$ cat src/rtl/dual_led_seq_pkg.sv
package dual_led_seq_pkg;

  // clock count of step number idx of the stepped channel
  function automatic int unsigned step_cycles(input int unsigned idx,
                                              input int unsigned first_ms,
                                              input int unsigned inc_ms,
                                              input int unsigned clks_per_ms);
    return (first_ms + idx * inc_ms) * clks_per_ms;
  endfunction

  // bits needed to hold values 0 .. n-1
  function automatic int cnt_width(input int unsigned n);
    return (n > 2) ? $clog2(n) : 1;
  endfunction

endpackage

$ cat src/rtl/dual_led_seq_sync.sv
module dual_led_seq_sync (
  input  logic clk,
  input  logic rst,
  input  logic din,
  output logic dout
);
  logic [1:0] chain;

  // reset to the released (high) level so no false press is seen
  always_ff @(posedge clk) begin
    if (rst) chain <= 2'b11;
    else     chain <= {chain[0], din};
  end

  assign dout = chain[1];
endmodule

$ cat src/rtl/dual_led_seq_countdown.sv
module dual_led_seq_countdown #(
  parameter int               WIDTH   = 8,
  parameter logic [WIDTH-1:0] RST_VAL = '0
) (
  input  logic             clk,
  input  logic             rst,
  input  logic [WIDTH-1:0] reload_val,
  output logic             expire
);
  logic [WIDTH-1:0] count;

  always_ff @(posedge clk) begin
    if (rst)                count <= RST_VAL;
    else if (count == '0)   count <= reload_val;
    else                    count <= count - 1'b1;
  end

  assign expire = (count == '0);
endmodule

$ cat src/rtl/dual_led_seq_pattern.sv
module dual_led_seq_pattern
  import dual_led_seq_pkg::*;
#(
  parameter int NUM_STEPS   = 6,
  parameter int FIRST_MS    = 10,
  parameter int STEP_INC_MS = 5,
  parameter int CLKS_PER_MS = 27000,
  parameter int FAST_W      = 20,
  parameter int IDX_W       = 3
) (
  input  logic              clk,
  input  logic              rst,
  input  logic              expire,
  output logic [FAST_W-1:0] reload_val,
  output logic [IDX_W-1:0]  step_idx,
  output logic              lamp_q
);
  logic [FAST_W-1:0] reload_tab [NUM_STEPS];
  logic [IDX_W-1:0]  idx_next;

  // one reload constant per step, computed rather than listed
  for (genvar g = 0; g < NUM_STEPS; g++) begin : g_step
    assign reload_tab[g] =
      FAST_W'(step_cycles(g, FIRST_MS, STEP_INC_MS, CLKS_PER_MS) - 1);
  end

  always_comb begin
    if (step_idx == IDX_W'(NUM_STEPS - 1)) idx_next = '0;
    else                                   idx_next = step_idx + 1'b1;
  end

  // the counter reloads in the expiry cycle with the delay of the next step
  assign reload_val = reload_tab[idx_next];

  always_ff @(posedge clk) begin
    if (rst) begin
      step_idx <= '0;
      lamp_q   <= 1'b0;
    end else if (expire) begin
      step_idx <= idx_next;
      lamp_q   <= ~lamp_q;
    end
  end
endmodule

$ cat src/rtl/dual_led_seq.sv
module dual_led_seq
  import dual_led_seq_pkg::*;
#(
  parameter int CLKS_PER_MS = 27000,
  parameter int NUM_STEPS   = 6,
  parameter int FIRST_MS    = 10,
  parameter int STEP_INC_MS = 5,
  parameter int SLOW_MS     = 1000
) (
  input  logic       clk,
  input  logic       rst,
  input  logic       btn_n,
  output logic [1:0] lamp
);
  localparam int unsigned FIRST_CYC =
    step_cycles(0, FIRST_MS, STEP_INC_MS, CLKS_PER_MS);
  localparam int unsigned LONGEST_CYC =
    step_cycles(NUM_STEPS - 1, FIRST_MS, STEP_INC_MS, CLKS_PER_MS);
  localparam int unsigned SLOW_CYC = SLOW_MS * CLKS_PER_MS;
  localparam int FAST_W = cnt_width(LONGEST_CYC);
  localparam int SLOW_W = cnt_width(SLOW_CYC);
  localparam int IDX_W  = cnt_width(NUM_STEPS);
  localparam logic [FAST_W-1:0] FAST_FIRST = FAST_W'(FIRST_CYC - 1);
  localparam logic [SLOW_W-1:0] SLOW_LOAD  = SLOW_W'(SLOW_CYC - 1);

  logic              btn_lvl;
  logic              fast_expire;
  logic              slow_expire;
  logic [FAST_W-1:0] fast_reload;
  logic [IDX_W-1:0]  step_idx;
  logic              fast_q;
  logic              slow_q;

  dual_led_seq_sync u_sync (
    .clk  (clk),
    .rst  (rst),
    .din  (btn_n),
    .dout (btn_lvl)
  );

  dual_led_seq_countdown #(
    .WIDTH   (FAST_W),
    .RST_VAL (FAST_FIRST)
  ) u_fast_cnt (
    .clk        (clk),
    .rst        (rst),
    .reload_val (fast_reload),
    .expire     (fast_expire)
  );

  dual_led_seq_pattern #(
    .NUM_STEPS   (NUM_STEPS),
    .FIRST_MS    (FIRST_MS),
    .STEP_INC_MS (STEP_INC_MS),
    .CLKS_PER_MS (CLKS_PER_MS),
    .FAST_W      (FAST_W),
    .IDX_W       (IDX_W)
  ) u_pattern (
    .clk        (clk),
    .rst        (rst),
    .expire     (fast_expire),
    .reload_val (fast_reload),
    .step_idx   (step_idx),
    .lamp_q     (fast_q)
  );

  dual_led_seq_countdown #(
    .WIDTH   (SLOW_W),
    .RST_VAL (SLOW_LOAD)
  ) u_slow_cnt (
    .clk        (clk),
    .rst        (rst),
    .reload_val (SLOW_LOAD),
    .expire     (slow_expire)
  );

  // button-gated blinker: pressed (0) inverts, released (1) forces on
  always_ff @(posedge clk) begin
    if (rst)              slow_q <= 1'b0;
    else if (slow_expire) slow_q <= btn_lvl ? 1'b1 : ~slow_q;
  end

  assign lamp = {slow_q, fast_q};
endmodule

$ cat config.mk
export PLATFORM = sky130hd
export DESIGN_NAME = dual_led_seq
export DESIGN_NICKNAME = d
export VERILOG_FILES = /design/src/rtl/dual_led_seq_pkg.sv /design/src/rtl/dual_led_seq_sync.sv /design/src/rtl/dual_led_seq_countdown.sv /design/src/rtl/dual_led_seq_pattern.sv /design/src/rtl/dual_led_seq.sv
export SDC_FILE = /design/constraint.sdc
export NUM_CORES = 1
export LEC_CHECK = 0
export ABC_CLOCK_PERIOD_IN_PS = 4700
export BUFFER_PORTS_ARGS = -buffer_cell sky130_fd_sc_hd__buf_2
export CORE_UTILIZATION = 62
export CTS_CLUSTER_DIAMETER = 100
export DETAILED_ROUTE_END_ITERATION = 12
export HOLD_SLACK_MARGIN = 0.1
export PLACE_DENSITY = 0.88
export SKIP_LAST_GASP = 1
export SLEW_MARGIN = 40
export SYNTH_ARGS = -nofsm -noshare
export SYNTH_HDL_FRONTEND = slang
export SYNTH_SLANG_ARGS = --single-unit
$ cat constraint.sdc
create_clock -name clk -period 4.7 [get_ports clk]
set_clock_uncertainty 0.15 [all_clocks]
set_input_delay 0.94 -clock clk [delete_from_list [all_inputs] [get_ports clk]]
set_output_delay 0.94 -clock clk [all_outputs]
set_load 0.01 [all_outputs]
### Word level (Yosys, flattened, before mapping)

Memory sizes are Yosys's and may differ from the RTL's.
Index checks and enable logic that the tools add are counted.

| operators by class | value |
|---|---|
| $add $sub $neg | 3 |
| multipliers | 0 |
| divide/modulo/power cells | 0 |
| $lt $le $gt $ge | 1 |
| equality and inequality tests | 1 |
| shift-type cells | 0 |
| muxes and demuxes | 5 |
| bitwise operators | 3 |
| reduce and logical (&&, ||, !) cells | 3 |

Operator list:

| cell | number |
|---|---|
| 20-bit two-way mux | 3 |
| 25-bit zero test | 1 |
| 25-bit by 1-bit subtractor with 25-bit output, second input constant | 1 |
| 20-bit zero test | 1 |
| 20-bit by 1-bit subtractor with 20-bit output, second input constant | 1 |
| 4-bit >= comparator, second input constant | 1 |
| 3-bit inverter with 4-bit output | 1 |
| 3-bit by 1-bit adder with 3-bit output, second input constant | 1 |
| 3-bit equality test, second input constant | 1 |
| 3-bit two-way mux | 1 |
| 1-bit inverter | 2 |
| 2-bit OR reduction | 1 |
| 1-bit two-way mux | 1 |

| storage, ports and cells | value |
|---|---|
| bits in registers | 52 |
| bits in latches | 0 |
| bits in writable memories | 0 |
| ROM bits | 160 |
| bits of input ports | 3 |
| output and inout bits | 2 |
| word-level logic and storage cells | 23 |
| memories kept | 1 |

Memory list:

| name | words | bits a word | rd ports | clocked after memory_dff | write ports | line | RTL |
|---|---|---|---|---|---|---|---|
| (name not given) | 8 | 20 | 1 | 0 | 0 | dual_led_seq_pattern.sv:33 | `assign reload_val = reload_tab[idx_next];` |

### Logic depth before layout (Yosys ltp)

Gate-level depths: netlist of run 1.

| depth | value |
|---|---|
| depth after elaboration | 7 |
| mapped depth | 9 |
| depth with buffers taken out | 7 |

### Hierarchy

From an unflattened synthesis of run 1, not the netlist that was laid out.

| unflattened totals | value |
|---|---|
| cells, all modules | 348 |
| area, all modules | 3016.6 sq um |

Modules (own cells, without submodules):

| module | instances | cells each | area each (sq um) | seq. area each (sq um) |
|---|---|---|---|---|
| dual_led_seq_countdown at u_slow_cnt | 1 | 161 | 1376.3 | 500.5 |
| dual_led_seq_countdown at u_fast_cnt | 1 | 132 | 1172.4 | 400.4 |
| dual_led_seq_pattern | 1 | 43 | 350.3 | 80.1 |
| dual_led_seq | 1 | 8 | 65.1 | 20.0 |
| dual_led_seq_sync | 1 | 4 | 52.6 | 40.0 |

### Least setup slack after synthesis of run 1

No wires, ideal clock.

| path | value |
|---|---|
| kind | flip-flop to flip-flop |
| start point | register u_fast_cnt.count[0] |
| end point | register u_fast_cnt.count[6] |
| library setup time | 118 ps |
| arrival | 2189 ps |
| data required time | 4432 ps |
| setup slack | 2243 ps |
| cell stages (with the launch flop) | 10 |
| path buffers | 2 |
| period minus slack after synthesis | 2457 ps |
| cells stage by stage | dfxtp_1 -> inv_1 -> ha_1 -> or4b_1 -> buf_2 -> or3_4 -> or3_1 -> buf_6 -> o21bai_1 -> nor2_1 |

| between the ends | value |
|---|---|
| cells in the longest elaborated chain, start to end | 2 |
| elaborated cells between the ends (all ways) | 3 |
| classes of those cells | 1 x add/sub; 1 x mux; 1 x reduce/logical |

Ends and longest elaborated chain:

| element | line | RTL |
|---|---|---|
| start: declaration | dual_led_seq_countdown.sv:10 | `logic [WIDTH-1:0] count;` |
| start signal: assignment | dual_led_seq_countdown.sv:14 | `else if (count == '0) count <= reload_val;` |
| start signal: assignment | dual_led_seq_countdown.sv:15 | `else count <= count - 1'b1;` |
| 20-bit by 1-bit subtractor with 20-bit output / 20-bit zero test (equally long branches) | dual_led_seq_countdown.sv:15, dual_led_seq_countdown.sv:14 |  |
| 20-bit two-way mux (*) | dual_led_seq_countdown.sv:14 |  |

Every way passes the cells marked *; elsewhere a longest branch is shown, timed or not.
A chain may end at the register's enable or synchronous reset.

### Worst setup path in the final report of run 1

| path | value |
|---|---|
| start point | register u_fast_cnt.count[0] |
| end point | register u_fast_cnt.count[9] |

The elaborated chain is that of the path after synthesis.

==> results_dict.tcl, run 1 <==
set metrics [dict create \
    status "completed" \
    grt_pass1_vias 1657 \
    cts_made_buffers 5 \
    core_area_mm2 0.00372 \
    grt_max_degree 28 \
    drive_gt1_frac 0.0952 \
    wl_mm 4.27 \
    combPwrFrac 0.025 \
    tightest_slew_ps 687 \
    cts-root-buf "clkbuf_8" \
    clock-sinks 52 \
    netSwitchingFraction 0.219 \
    path_class "reg -> reg" \
    rsz0062_at_grt "no" \
    place.gp.congestion 0.849 \
    hold_path_class "reg -> reg" \
    placed_area_mm2 0.00241 \
    die-area_mm2 0.00418 \
    p_sw_uw 161 \
    drc 0 \
    fin_crit_sh 0.592 \
    netlist_instances 276 \
    slew_headroom 0.541 \
    synth_edf_count 0 \
    hold_ws_ps 264 \
    setup_tns_ps 0 \
    nNetsFinal 278 \
    synth_area_mm2 0.00243 \
    overflow 0 \
    cts_tree "done" \
    grt_pass1_wl_mm 7.36 \
    timing.rr.end "u_fast_cnt.count[9]$_SDFF_PP1_" \
    syn_nets 282 \
    mostFrequentLayoutCell "dfxtp_1" \
    crit_path_start_kind "flip-flop" \
    drv_cap 0 \
    rrSetupSlack_ps 1920 \
    avgSynthCellArea_um2 8.81 \
    p_leak_nw 0.847 \
    final_cell_mix "52 x dfxtp_1, 34 x nor2_1, 33 x nand2_1" \
    synth-seq-area-share 0.428 \
    start_util 0.654 \
    first_iter_violations 92 \
    post-dp-hpwl_mm 2.95 \
    holdBufCountCts 0 \
    cts.htree.levels 2 \
    synth_ff_type "dfxtp_1" \
    worstPathRequired_ps 4790 \
    die_w_um 64.6 \
    antenna_found_initial 0 \
    drtAntennaViolNets 0 \
    vdd_ir_drop_max_mv 0.205 \
    portBuffers 4 \
    cp-end-kind "flip-flop" \
    synth-warning-count 0 \
    cp.arrival_ps 2870 \
    diodes 0 \
    fin_crit_ps 2780 \
    setup_viol 0 \
    slew_viol_final 0 \
    clk_path_buf_depth 2 \
    p_int_uw 573 \
    clk_pin_slew_ps 90 \
    power_frac_seq 0.611 \
    io_pins 5 \
    ys_types 44 \
    design_area_mm2 0.00252 \
    setup.worst_path.start "u_fast_cnt.count[0]$_SDFF_PP1_" \
    rows 22 \
    ys_seq_elements 52 \
    fmax_ghz 0.360 \
    die_y_um 64.6 \
    powerDensity_mw_per_mm2 292 \
    grtUsageTotal 0.233 \
    r2r_cells 7 \
    hold_viol 0 \
    critPathMaxFanout 14 \
    wl_per_cell_um 13.3 \
    cts_setup_buffers 0 \
    r2r-start "u_fast_cnt.count[0]$_SDFF_PP1_" \
    clk_latency_ps 310 \
    synthToLayoutAreaGrowth_pct 3.50 \
    clockPowerShare 0.363 \
    crit_end "u_fast_cnt.count[9]$_SDFF_PP1_" \
    cts.repair.resized 0 \
    synthArstFlopShare 0 \
    drtPass1Iterations 4 \
    vias_per_cell 5.72 \
    vias 1835 \
]
[layer usage]
layer,GRT usage,up-vias,wire length [um],share of wire
li1,-,930,-,-
met2,0.350,55,1900,0.45
met5,0,-,0,0
met3,0.0423,9,295,0.069
met1,0.317,841,1950,0.46
met4,0.119,0,119,0.028
[cells in the mapped netlist, types with 2 or more instances]
| cell | count | area [um2] |
|---|---|---|
| dfxtp_1 | 52 | 1040 |
| nor2_1 | 34 | 128 |
| nand2_1 | 33 | 124 |
| xnor2_1 | 24 | 210 |
| nor3_1 | 13 | 65.1 |
| nor4_1 | 11 | 68.8 |
| xor2_1 | 11 | 96.3 |
| nand2b_1 | 10 | 62.6 |
| a21oi_1 | 7 | 35.0 |
| nand3_1 | 6 | 30.0 |
| inv_1 | 5 | 18.8 |
| buf_2 | 4 | 20.0 |
| buf_4 | 4 | 30.0 |
| nand3b_1 | 4 | 30.0 |
| or2_2 | 4 | 25.0 |
| or3_1 | 4 | 25.0 |
| or4_1 | 4 | 30.0 |
| buf_6 | 3 | 33.8 |
| clkbuf_1 | 3 | 11.3 |
| ha_1 | 3 | 37.5 |
| o21bai_1 | 3 | 22.5 |
| o31ai_1 | 3 | 22.5 |
| or3_2 | 3 | 22.5 |
| a211oi_1 | 2 | 15.0 |
| a21o_1 | 2 | 15.0 |
| a22oi_1 | 2 | 15.0 |
| a311oi_1 | 2 | 17.5 |
| nand4b_1 | 2 | 17.5 |
| o21ai_0 | 2 | 10.0 |
| or4b_1 | 2 | 20.0 |
[final cells by class]
class	instances	area (um2)
clock inverters	2	13.8
fillers	293	1200
multi-input cells	204	1280
flip-flops and latches	52	1040
well taps	48	60.1
repair buffers	4	20.0
inverters	5	18.8
clock buffers	6	82.6
[how the worst min path moves through the flow]
stage / startpoint / endpoint / slack [ps] / depth (start not counted)
after global routing: u_sync.chain[0]$_SDFF_PP1_ / u_sync.chain[1]$_SDFF_PP1_ / 280 / 1
after global placement: u_slow_cnt.count[0]$_SDFF_PP1_ / u_slow_cnt.count[0]$_SDFF_PP1_ / 230 / 1
after detailed placement: u_slow_cnt.count[0]$_SDFF_PP1_ / u_slow_cnt.count[0]$_SDFF_PP1_ / 240 / 1
after CTS: u_slow_cnt.count[0]$_SDFF_PP1_ / u_slow_cnt.count[0]$_SDFF_PP1_ / 260 / 1
final: u_slow_cnt.count[0]$_SDFF_PP1_ / u_slow_cnt.count[0]$_SDFF_PP1_ / 260 / 1
after floorplan: u_slow_cnt.count[0]$_SDFF_PP1_ / u_slow_cnt.count[0]$_SDFF_PP1_ / 220 / 1
[power by group through the flow]
stage | logic, mW | clock network (mW) | registers [mW]
4_1_cts | 0.0188 | 0.272 | 0.449
2_1_floorplan | 0.0171 | 0 | 0.458
3_3_place_gp | 0.0183 | 0 | 0.459
6_report | 0.0187 | 0.267 | 0.449
5_1_grt | 0.0214 | 0.289 | 0.450
3_5_place_dp | 0.0188 | 0 | 0.459
[state kept, by name, indices dropped and copies added (netlist names)]
| name | count |
|---|---|
| u_pattern.step_idx | 3 |
| u_fast_cnt.count | 20 |
| slow_q | 1 |
| u_pattern.lamp_q | 1 |
| u_slow_cnt.count | 25 |
| u_sync.chain | 2 |
[through the flow]
| stage | utilization | power (mW) | instances | worst slack, ps |
|---|---|---|---|---|
| 2_1_floorplan | - | 0.475 | 276 | 2240 |
| 3_3_place_gp | 0.648 | 0.477 | 313 | 1810 |
| 3_5_place_dp | 0.648 | 0.478 | 313 | 1690 |
| 4_1_cts | 0.674 | 0.740 | 321 | 1670 |
| 5_1_grt | 0.677 | 0.761 | 321 | 1720 |
| 6_report | 0.677 | 0.734 | 321 | 1920 |
[worst max-delay path, stage by stage (launching register included)]
cell and delay, ps:
dfxtp_1 340, inv_1 60, ha_1 190, or4b_1 550
or3_4 400, nor3_4 560, nor2_1 220, a22oi_1 210
[cell families (layout without fill, tap and decap cells)]
family | count (synthesis) | after routing | share of synthesized area
AOI/OAI and AO/OA | 28 | 28 | 0.0798
and+or+nand+nor | 137 | 137 | 0.296
muxes | 1 | 1 | 0.00412
adders and majority gates | 3 | 3 | 0.0154
xor gates and xnor gates | 35 | 35 | 0.126
DFF | 52 | 52 | 0.428
buffers and inverters | 20 | 17 | 0.0504
Power figures use the tool's default switching activity.
==> inputs of run 2 (changes only) <==
--- a/config.mk
+++ b/config.mk
@@ -5,13 +5,13 @@
 export SDC_FILE = /design/constraint.sdc
 export NUM_CORES = 1
 export LEC_CHECK = 0
-export ABC_CLOCK_PERIOD_IN_PS = 4700
+export ABC_CLOCK_PERIOD_IN_PS = 2700
 export BUFFER_PORTS_ARGS = -buffer_cell sky130_fd_sc_hd__buf_2
-export CORE_UTILIZATION = 62
+export CORE_UTILIZATION = 61
 export CTS_CLUSTER_DIAMETER = 100
 export DETAILED_ROUTE_END_ITERATION = 12
 export HOLD_SLACK_MARGIN = 0.1
-export PLACE_DENSITY = 0.88
+export PLACE_DENSITY = 0.87
 export SKIP_LAST_GASP = 1
 export SLEW_MARGIN = 40
 export SYNTH_ARGS = -nofsm -noshare
==> constraint.sdc (replaced) <==
create_clock -name clk -period 2.7 [get_ports clk]
set_clock_uncertainty 0.15 [all_clocks]
set_input_delay 0.54 -clock clk [delete_from_list [all_inputs] [get_ports clk]]
set_output_delay 0.54 -clock clk [all_outputs]
set_load 0.01 [all_outputs]
==> results_dict.tcl, run 2 (synthesis gave the netlist of run 1 again) <==
set metrics [dict create \
    status "completed" \
    die_y_um 65.1 \
    place.gp.congestion 0.817 \
    fin_crit_sh 0.937 \
    hold_path_class "in -> reg" \
    fin_crit_ps 2530 \
    largest_register_ffs 25 \
    cts.repair.resized 0 \
    io_pins 5 \
    diodes 0 \
    seqCellArea_mm2 0.00104 \
    netSwitchingFraction 0.209 \
    worstPathRequired_ps 2760 \
    setup_viol 0 \
    fin_cells 328 \
    cts_tree "done" \
    slew_viol_final 0 \
    cts.htree.levels 2 \
    crit_slowest_cell "or3_1" \
    top_register "u_slow_cnt.count" \
    hold_viol 0 \
    critPathMaxFanout 10 \
    drv_cap 0 \
    vdd_ir_drop_max_mv 0.414 \
    nNetsFinal 285 \
    clock-sinks 52 \
    mostFrequentLayoutCell "dfxtp_1" \
    cts_made_buffers 5 \
    clk_path_buf_depth 2 \
    portBuffers 4 \
    antenna_found_initial 0 \
    overflow 0 \
    rsz0062_at_grt "no" \
    die-area_mm2 0.00424 \
    vias_per_cell 5.70 \
    combPwrFrac 0.025 \
    p_sw_uw 288 \
    grt_use_met1 0.327 \
    start_util 0.649 \
    p_int_mw 1.09 \
    final_cell_mix "52 x dfxtp_1, 34 x nor2_1, 33 x nand2_1" \
    clk_latency_ps 310 \
    setup_tns_ps 0 \
    rows 22 \
    worstPathCellList "inv_1 -> ha_1 -> or4b_1 -> or3_4 -> or3_1 -> o21bai_1 -> nor2_1" \
    grt_pass1_vias 1662 \
    grt_pass1_wl_mm 7.66 \
    multi_input_area_mm2 0.00127 \
    tightest_slew_ps 753 \
    top_usage_layer "met2" \
    cpPeakStageDelay_ps 540 \
    die_w_um 65.1 \
    slew_headroom 0.497 \
    synthToLayoutAreaGrowth_pct 6.18 \
    core_area_mm2 0.00374 \
    grtUsageTotal 0.239 \
    p_leak_nw 0.875 \
    drive_gt1_frac 0.114 \
    met3_usage 0.0660 \
    path_class "reg -> reg" \
    top_regs "u_slow_cnt.count x25, u_fast_cnt.count x20, u_pattern.step_idx x3" \
    fmax_ghz 0.395 \
    wl_per_cell_um 13.2 \
    post-dp-hpwl_mm 2.99 \
    powerDensity_mw_per_mm2 535 \
    clk_pin_slew_ps 90 \
    num-fill-cells 319 \
    crit_path_start_kind "flip-flop" \
    cts_setup_buffers 0 \
    cp-end-kind "flip-flop" \
    cp.arrival_ps 2590 \
    drtPass1Iterations 4 \
    cts-root-buf "clkbuf_8" \
    power_frac_seq 0.566 \
    clockPowerShare 0.409 \
    vias 1871 \
    first_iter_violations 113 \
    met2_usage 0.354 \
    grt_max_degree 27 \
    dp_cells 320 \
    holdBufCountCts 0 \
    drc 0 \
    wl_mm 4.35 \
    drtAntennaViolNets 0 \
]
[run 2: changes by cell type in the layout (fill, tap and decap cells not counted), sizes merged]
cell and change:
buf +7, bufinv +1, inv -1
[run 2: worst paths after layout]
check / start / endpoint / slack (ps) / cells after the start
max: u_fast_cnt.count[0]$_SDFF_PP1_ / u_fast_cnt.count[8]$_SDFF_PP0_ / 170 / 7
min: btn_n / u_sync.chain[0]$_SDFF_PP1_ / 260 / 2
max reg2reg: u_fast_cnt.count[0]$_SDFF_PP1_ / u_fast_cnt.count[8]$_SDFF_PP0_ / 170 / 7
min reg2reg: u_slow_cnt.count[0]$_SDFF_PP1_ / u_slow_cnt.count[0]$_SDFF_PP1_ / 260 / 1
[run 2: layer usage]
metal	wire (um)	up-vias	part of all wire
li1	-	953	-
met1	2130	869	0.49
met2	1840	45	0.42
met3	306	4	0.070
met4	65	0	0.015
met5	0	-	0
[run 2: through the flow]
step | utilization | setup WS (ps) | hold WS (ps) | area (um2) | total power [mW]
finish | 0.690 | 171 | 256 | 2580 | 1.38
global route | 0.690 | 42.1 | 256 | 2580 | 1.42
CTS | 0.690 | 179 | 244 | 2580 | 1.39
detailed placement | 0.657 | 189 | 236 | 2460 | 0.834
global placement | 0.657 | 259 | 230 | 2460 | 0.832
floorplan | - | 243 | 221 | 2430 | 0.828
[run 2: cell type report]
class                           count  share of cell area
Multi-Input combinational cell    204               0.491
Sequential cell                    52               0.403
Clock buffer                        6              0.0320
Timing Repair Buffer               11              0.0281
Tap cell                           48              0.0233
Clock inverter                      2              0.0150
Inverter                            5             0.00727
[run 2: power groups by stage]
stage	Combinational, mW	Sequential, mW	Clock, mW
final	0.0344	0.781	0.565
after global routing	0.0384	0.783	0.601
after detailed placement	0.0348	0.799	0
after global placement	0.0333	0.799	0
after floorplan	0.0298	0.798	0
after CTS	0.0349	0.781	0.573
[run 2: worst max-delay path, delay by kind of cell, from the launching register on]
kind / cells / cell delay (ps)
AO/OA/AOI/OAI: 1 / 240
adder cells (fa/ha/maj): 1 / 180
buffers and inverters: 1 / 60
flip-flops: 1 / 340
AND/OR/NAND/NOR: 4 / 1460
